--- src/rtl/tsm_pkg.sv ---
package tsm_pkg;

    // Default geometry of one merger instance.
    localparam int TSM_N_IN_DEF = 4;
    localparam int TSM_TS_W_DEF = 48;
    localparam int TSM_PL_W_DEF = 32;

    // Width of a source index; at least one bit.
    function automatic int tsm_idx_w(input int n);
        return (n > 1) ? $clog2(n) : 1;
    endfunction

endpackage

--- src/rtl/tsm_head_slot.sv ---
// One-entry head register for an input stream. It refills in the same
// cycle its head is forwarded, which sustains one record per cycle.
module tsm_head_slot #(
    parameter int W = 80
) (
    input  logic         clk,
    input  logic         rst,
    input  logic         in_valid,
    input  logic [W-1:0] in_data,
    output logic         in_ready,
    input  logic         pop,
    output logic         head_vld,
    output logic [W-1:0] head_data
);
    logic full_q;
    logic [W-1:0] data_q;
    logic take;

    assign in_ready  = !full_q || pop;
    assign take      = in_valid && in_ready;
    assign head_vld  = full_q;
    assign head_data = data_q;

    always_ff @(posedge clk) begin
        if (rst) begin
            full_q <= 1'b0;
            data_q <= '0;
        end else begin
            if (take) begin
                full_q <= 1'b1;
                data_q <= in_data;
            end else if (pop) begin
                full_q <= 1'b0;
            end
        end
    end

    // A forwarded head frees the slot unless a new record replaces it.
    assert_pop_frees_R10: assert property (@(posedge clk) disable iff (rst)
        (pop && !in_valid) |=> !head_vld);

endmodule

--- src/rtl/tsm_pick.sv ---
// Chooses the smallest head timestamp. Ties go to the lower index. A head
// is released only when every input has a head or is marked idle.
module tsm_pick #(
    parameter int N     = 4,
    parameter int TS_W  = 48,
    parameter int IDX_W = 2
) (
    input  logic [N-1:0]           head_vld,
    input  logic [N-1:0][TS_W-1:0] head_ts,
    input  logic [N-1:0]           idle,
    input  logic                   can_load,
    output logic                   go,
    output logic [IDX_W-1:0]       sel,
    output logic [N-1:0]           pop
);
    logic             found;
    logic [IDX_W-1:0] best;
    logic             settled;

    always_comb begin
        found = 1'b0;
        best  = '0;
        for (int i = 0; i < N; i++) begin
            if (head_vld[i] && (!found || (head_ts[i] < head_ts[best]))) begin
                best  = IDX_W'(i);
                found = 1'b1;
            end
        end
    end

    assign settled = &(head_vld | idle);
    assign go      = found && settled && can_load;
    assign sel     = best;
    assign pop     = go ? (N'(1) << best) : '0;

endmodule

--- src/rtl/tsm_out_stage.sv ---
// Registered output stage that holds its word while the output is stalled.
module tsm_out_stage #(
    parameter int W = 82
) (
    input  logic         clk,
    input  logic         rst,
    input  logic         load,
    input  logic [W-1:0] din,
    output logic         can_load,
    output logic         out_valid,
    input  logic         out_ready,
    output logic [W-1:0] dout
);
    logic vld_q;
    logic [W-1:0] word_q;

    assign can_load  = !vld_q || out_ready;
    assign out_valid = vld_q;
    assign dout      = word_q;

    always_ff @(posedge clk) begin
        if (rst) begin
            vld_q  <= 1'b0;
            word_q <= '0;
        end else if (can_load) begin
            vld_q <= load;
            if (load) word_q <= din;
        end
    end

    assert_hold_R8: assert property (@(posedge clk) disable iff (rst)
        (out_valid && !out_ready) |=> (out_valid && $stable(dout)));

endmodule

--- src/rtl/tsm_merge.sv ---
module tsm_merge
    import tsm_pkg::*;
#(
    parameter int N_IN  = TSM_N_IN_DEF,
    parameter int TS_W  = TSM_TS_W_DEF,
    parameter int PL_W  = TSM_PL_W_DEF,
    parameter int IDX_W = tsm_idx_w(N_IN)
) (
    input  logic                       clk,
    input  logic                       rst,
    input  logic [N_IN-1:0]            in_valid,
    output logic [N_IN-1:0]            in_ready,
    input  logic [N_IN-1:0][TS_W-1:0]  in_ts,
    input  logic [N_IN-1:0][PL_W-1:0]  in_payload,
    input  logic [N_IN-1:0]            in_idle,
    output logic                       out_valid,
    input  logic                       out_ready,
    output logic [TS_W-1:0]            out_ts,
    output logic [PL_W-1:0]            out_payload,
    output logic [IDX_W-1:0]           out_tag
);
    localparam int REC_W = TS_W + PL_W;
    localparam int OUT_W = REC_W + IDX_W;

    typedef struct packed {
        logic [TS_W-1:0] ts;
        logic [PL_W-1:0] pl;
    } rec_t;

    typedef struct packed {
        logic [IDX_W-1:0] tag;
        rec_t             rec;
    } out_word_t;

    rec_t [N_IN-1:0]            head;
    logic [N_IN-1:0]            head_vld;
    logic [N_IN-1:0][TS_W-1:0]  head_ts;
    logic [N_IN-1:0]            pop;
    logic                       go;
    logic [IDX_W-1:0]           sel;
    logic                       can_load;
    out_word_t                  nxt_word;
    out_word_t                  cur_word;

    for (genvar g = 0; g < N_IN; g++) begin : g_slot
        rec_t in_rec;
        assign in_rec.ts = in_ts[g];
        assign in_rec.pl = in_payload[g];

        tsm_head_slot #(.W(REC_W)) slot_i (
            .clk       (clk),
            .rst       (rst),
            .in_valid  (in_valid[g]),
            .in_data   (in_rec),
            .in_ready  (in_ready[g]),
            .pop       (pop[g]),
            .head_vld  (head_vld[g]),
            .head_data (head[g])
        );
        assign head_ts[g] = head[g].ts;
    end

    tsm_pick #(.N(N_IN), .TS_W(TS_W), .IDX_W(IDX_W)) pick_i (
        .head_vld (head_vld),
        .head_ts  (head_ts),
        .idle     (in_idle),
        .can_load (can_load),
        .go       (go),
        .sel      (sel),
        .pop      (pop)
    );

    assign nxt_word.tag = sel;
    assign nxt_word.rec = head[sel];

    tsm_out_stage #(.W(OUT_W)) out_i (
        .clk       (clk),
        .rst       (rst),
        .load      (go),
        .din       (nxt_word),
        .can_load  (can_load),
        .out_valid (out_valid),
        .out_ready (out_ready),
        .dout      (cur_word)
    );

    assign out_ts      = cur_word.rec.ts;
    assign out_payload = cur_word.rec.pl;
    assign out_tag     = cur_word.tag;

    // At most one head leaves per cycle, so nothing is duplicated.
    assert_single_pop_R7: assert property (@(posedge clk) disable iff (rst)
        $onehot0(pop));

    // An empty input that is not idle blocks all forwarding.
    assert_block_R5: assert property (@(posedge clk) disable iff (rst)
        (|(~head_vld & ~in_idle)) |-> (pop == '0));

    // With every input settled and room at the output, a head must leave.
    assert_progress_R6: assert property (@(posedge clk) disable iff (rst)
        ((&(head_vld | in_idle)) && (|head_vld) && (!out_valid || out_ready))
            |-> (pop != '0));

endmodule

--- config.mk ---
export PLATFORM = sky130hd
export DESIGN_NAME = tsm_merge
export DESIGN_NICKNAME = d
export VERILOG_FILES = /design/src/rtl/tsm_pkg.sv /design/src/rtl/tsm_head_slot.sv /design/src/rtl/tsm_pick.sv /design/src/rtl/tsm_out_stage.sv /design/src/rtl/tsm_merge.sv
export SDC_FILE = /design/constraint.sdc
export NUM_CORES = 1
export LEC_CHECK = 0
export ABC_AREA = 1
export ABC_CLOCK_PERIOD_IN_PS = 15000
export BUFFER_PORTS_ARGS = -buffer_cell sky130_fd_sc_hd__buf_2
export CAP_MARGIN = 25
export CORE_AREA = 5 5 164 245
export CTS_CLUSTER_SIZE = 24
export DETAILED_ROUTE_END_ITERATION = 7
export DIE_AREA = 0 0 169 250
export PLACE_DENSITY_LB_ADDON = 0.08
export SYNTH_ARGS = -nofsm -noshare
export SYNTH_HDL_FRONTEND = slang
export SYNTH_SLANG_ARGS = --single-unit
--- constraint.sdc ---
create_clock -name clk -period 15 [get_ports clk]
set_clock_uncertainty 0.2 [all_clocks]
set_input_delay 3 -clock clk [delete_from_list [all_inputs] [get_ports clk]]
set_output_delay 3 -clock clk [all_outputs]
set_load 0.005 [all_outputs]
==> results.md <==
- Status: finished, final reports clean
- Total routed wirelength: between 70000 and 80000 um
- Crit path buffers/inverters: 6
- CORE AREA: roughly 0.038 sq mm
- # rows: a little under 90
- Initial antenna violation count: 5
- Pleak: ~13 nW
- GP Congestion: 0.962
- CTS tree: yes
- Slew Viols, Final: 0
- Most used cell, CP: nand2_1
- Synth Register Bits: roughly 410
- Maximum root-to-sink buffer count: 3
- Netlist cell types: 35
- Reg2reg start: g_slot[0].slot_i.head_data[77]
- Post-synth EDFFs: 0
- Complex-gate fraction of the synthesized area: 17.4%
- Total Nets Final: 4141
- Simple-gate area share of the yosys netlist: 26.3%
- First-pass GRT wire length: 118000 um
- Syn_nets: about 3900
- Top cell family by delay on the critical path: simple AND/OR/NAND/NOR gates
- Actual slew at the worst max-slew pin: 1060 ps
- Vias in the first global route: 23400
- Multi-input gate area: 0.0117 sq mm
- Area delta synth->final: 14.4%
- Clk root buf: clkbuf_16
- Design area: 0.0260 sq mm
- R2R cell count: 41
- Per-cell routed wire length: 18.0 um
- FF-to-FF End: g_slot[0].slot_i.head_data[70]
- Worst setup EP type: output port
- Grt ovf: 0
- FFs w/ async S/R, synth: 0%
- Setup repair after global routing missed its margin: false
- Crit path kind: register to output port
- Critical path's largest stage delay: between 800 and 900 ps
- Slew margin rel.: between 20 and 30%
- Hold wc startpoint: g_slot[2].slot_i.head_data[13]
- Worst Hold Class: register to register
- Filler cells: 3504
- CTS clk-pin slew, worst paths: 60 ps
- Remaining DRCs: 0
- Layout cells sized above 1: ~15%
- CP max-delay cell: nor4b_1
- Setup violators final: 0
- Netlist Area Pre-Place: 0.0227 sq mm
- Synth Area in XOR/XNOR: 0%
- Htree depth: 2
- Routed Antenna Nets: 0
- Seq/Total Area, Yosys: a little over a third
- Setup TNS: 0 ps
- Arrival @ worst endpoint: roughly 10000 ps
- Critical Path RT: 11800 ps
- Iteration count of the initial detailed-routing pass: 8
- CP Depth: 38
- Worst VDD drop: 0.108 mV
- Flop2flop setup slack: 3850 ps
- Initial core utilization: 59.8%
- Pin count of the biggest net entering global routing: 206
- Die ar.: 0.0423 sq mm
- Die W: 169 um
- Max Cap Viol: 0
- Min Tclk post-route: 13500 ps
- Top_reg_cell synth: dfxtp_1
- Top achievable clock speed: 74.1 MHz
- Diodes inserted: 0
- Register Area: 0.00815 sq mm
- PD cells: around 120 mW/mm^2
- Synth Warn #: 0
- CP Launch Type: register
- Die height: around 250 um
- Final period utilization: between 80 and 90%
- CTS sink cnt: 407
- CP endpoint: in_ready[1]
- Vias per cell: 5.68
- Final Hold Viols: 0
- Worst-Skew Late Latency: approximately 560 ps
- Post-CTS sizing: 0
- Setup crit start: g_slot[0].slot_i.head_data[77]
- Post-CTS Setup Repair Bufs: 0
- CTS buffer count: 41
- Post-Synthesis Cells: about 3400
- Gr usage total: about a third
- Mux cell area share after synthesis: 0%
- Vias: 23800
- Avg Inst Size Synth: 6.62 sq um
- CP max FO: roughly 110
- DR iter-0 viols: around 2000
- Placed wire-length estimate: 51500 um
- Buffers on Ports: roughly 420
- DP Area: between 0.02 and 0.025 sq mm
- Largest family of logic cells by synthesized area: simple AND/OR/NAND/NOR gates
- Synth Area in Adders: about 7.8%
- Hold buffer count at CTS: 0
- Num ports: 418
-- through the flow --
stage | power, mW | cells | setup slack [ps] | util, % | hold slack (ps)
floorplan | 1.76 | 3433 | 5270 | - | 240
global placement | 1.98 | 4117 | 2190 | 64.5 | 250
detailed placement | 2.00 | 4118 | 2080 | 64.5 | 255
CTS | 3.06 | 4192 | 1460 | 68.2 | 263
global route | 3.22 | 4195 | 515 | 68.4 | 278
finish | 3.07 | 4195 | 1500 | 68.4 | 266
-- layout by cell type, fill, tap and decap left out, drive strengths merged, types with 5 or more instances in the layout --
master / n
o2111ai: 35
nand4: 13
buf: 438
o21ai: 277
nor2: 412
nand3: 321
inv: 464
dfxtp: 407
a21oi: 349
ha: 141
a211oi: 9
clkbuf: 66
clkinv: 5
or2: 33
nor3: 10
nand2: 648
o22ai: 49
-- logic make-up after synthesis --
kind of cell             after synthesis
adder cells (fa/ha/maj)              141
buffers and inverters                711
AND/OR/NAND/NOR                     1440
flip-flops                           407
AO/OA/AOI/OAI                        734
-- power breakdown --
group / leakage (nW) / internal, mW / total (mW) / switching, mW
sequential: 3.36 / 1.17 / 1.24 / 0.0708
combinational: 8.65 / 0.267 / 0.754 / 0.487
clock: 0.672 / 0.628 / 1.07 / 0.443
-- tightest hold or removal path, stage by stage, from the launching register on --
cell and delay, ps:
dfxtp_1 310, nand2_1 60, a21oi_1 50
-- sequential cells by signal, summed over array words and instances, names as in the netlist --
signal,flops
g_slot.slot_i.head_vld,4
out_i.dout,82
g_slot.slot_i.head_data,320
out_i.out_valid,1
-- cell usage after synthesis (3+ instances only) --
cell type / number / area (sq um)
a211oi_1: 9 / 67.6
a21oi_1: 349 / 1750
buf_1: 8 / 30.0
buf_2: 44 / 220
buf_4: 25 / 188
buf_6: 9 / 101
clkbuf_1: 159 / 597
dfxtp_1: 407 / 8150
ha_1: 141 / 1760
inv_1: 460 / 1730
inv_2: 4 / 15.0
nand2_1: 640 / 2400
nand2_2: 7 / 43.8
nand3_1: 321 / 1610
nand4_1: 13 / 81.3
nor2_1: 412 / 1550
nor3_1: 10 / 50.1
o2111ai_1: 35 / 307
o21ai_0: 275 / 1380
o221a_2: 3 / 33.8
o221ai_1: 3 / 26.3
o22ai_1: 49 / 307
or2_2: 33 / 206
-- layout make-up --
cell class,instances,share of cell area [%]
clock buffer,66,4.86
clock inverter,8,0.477
inverter,466,6.77
multi-input combinational,2315,45.2
sequential,407,31.4
tap,495,2.38
timing repair buffer,438,8.97
-- routing by layer --
metal  GRT usage (%)  share of wire [%]  vias up
met3            5.31                7.4      250
li1                -                  -    11500
met5               0              0.087        -
met4            19.9                6.3       10
met2            60.3                 50     1077
met1            38.5                 37    11000
-- worst min path at each step --
stage,cells after the start,slack (ps),end
floorplan,2,240,g_slot[2].slot_i.head_data[32]
global placement,2,250,g_slot[2].slot_i.head_data[11]
detailed placement,2,260,g_slot[2].slot_i.head_data[10]
CTS,2,260,g_slot[2].slot_i.head_data[10]
global route,2,280,g_slot[2].slot_i.head_data[10]
finish,2,270,g_slot[2].slot_i.head_data[13]
No activity file was read; power rests on OpenSTA's default activity.
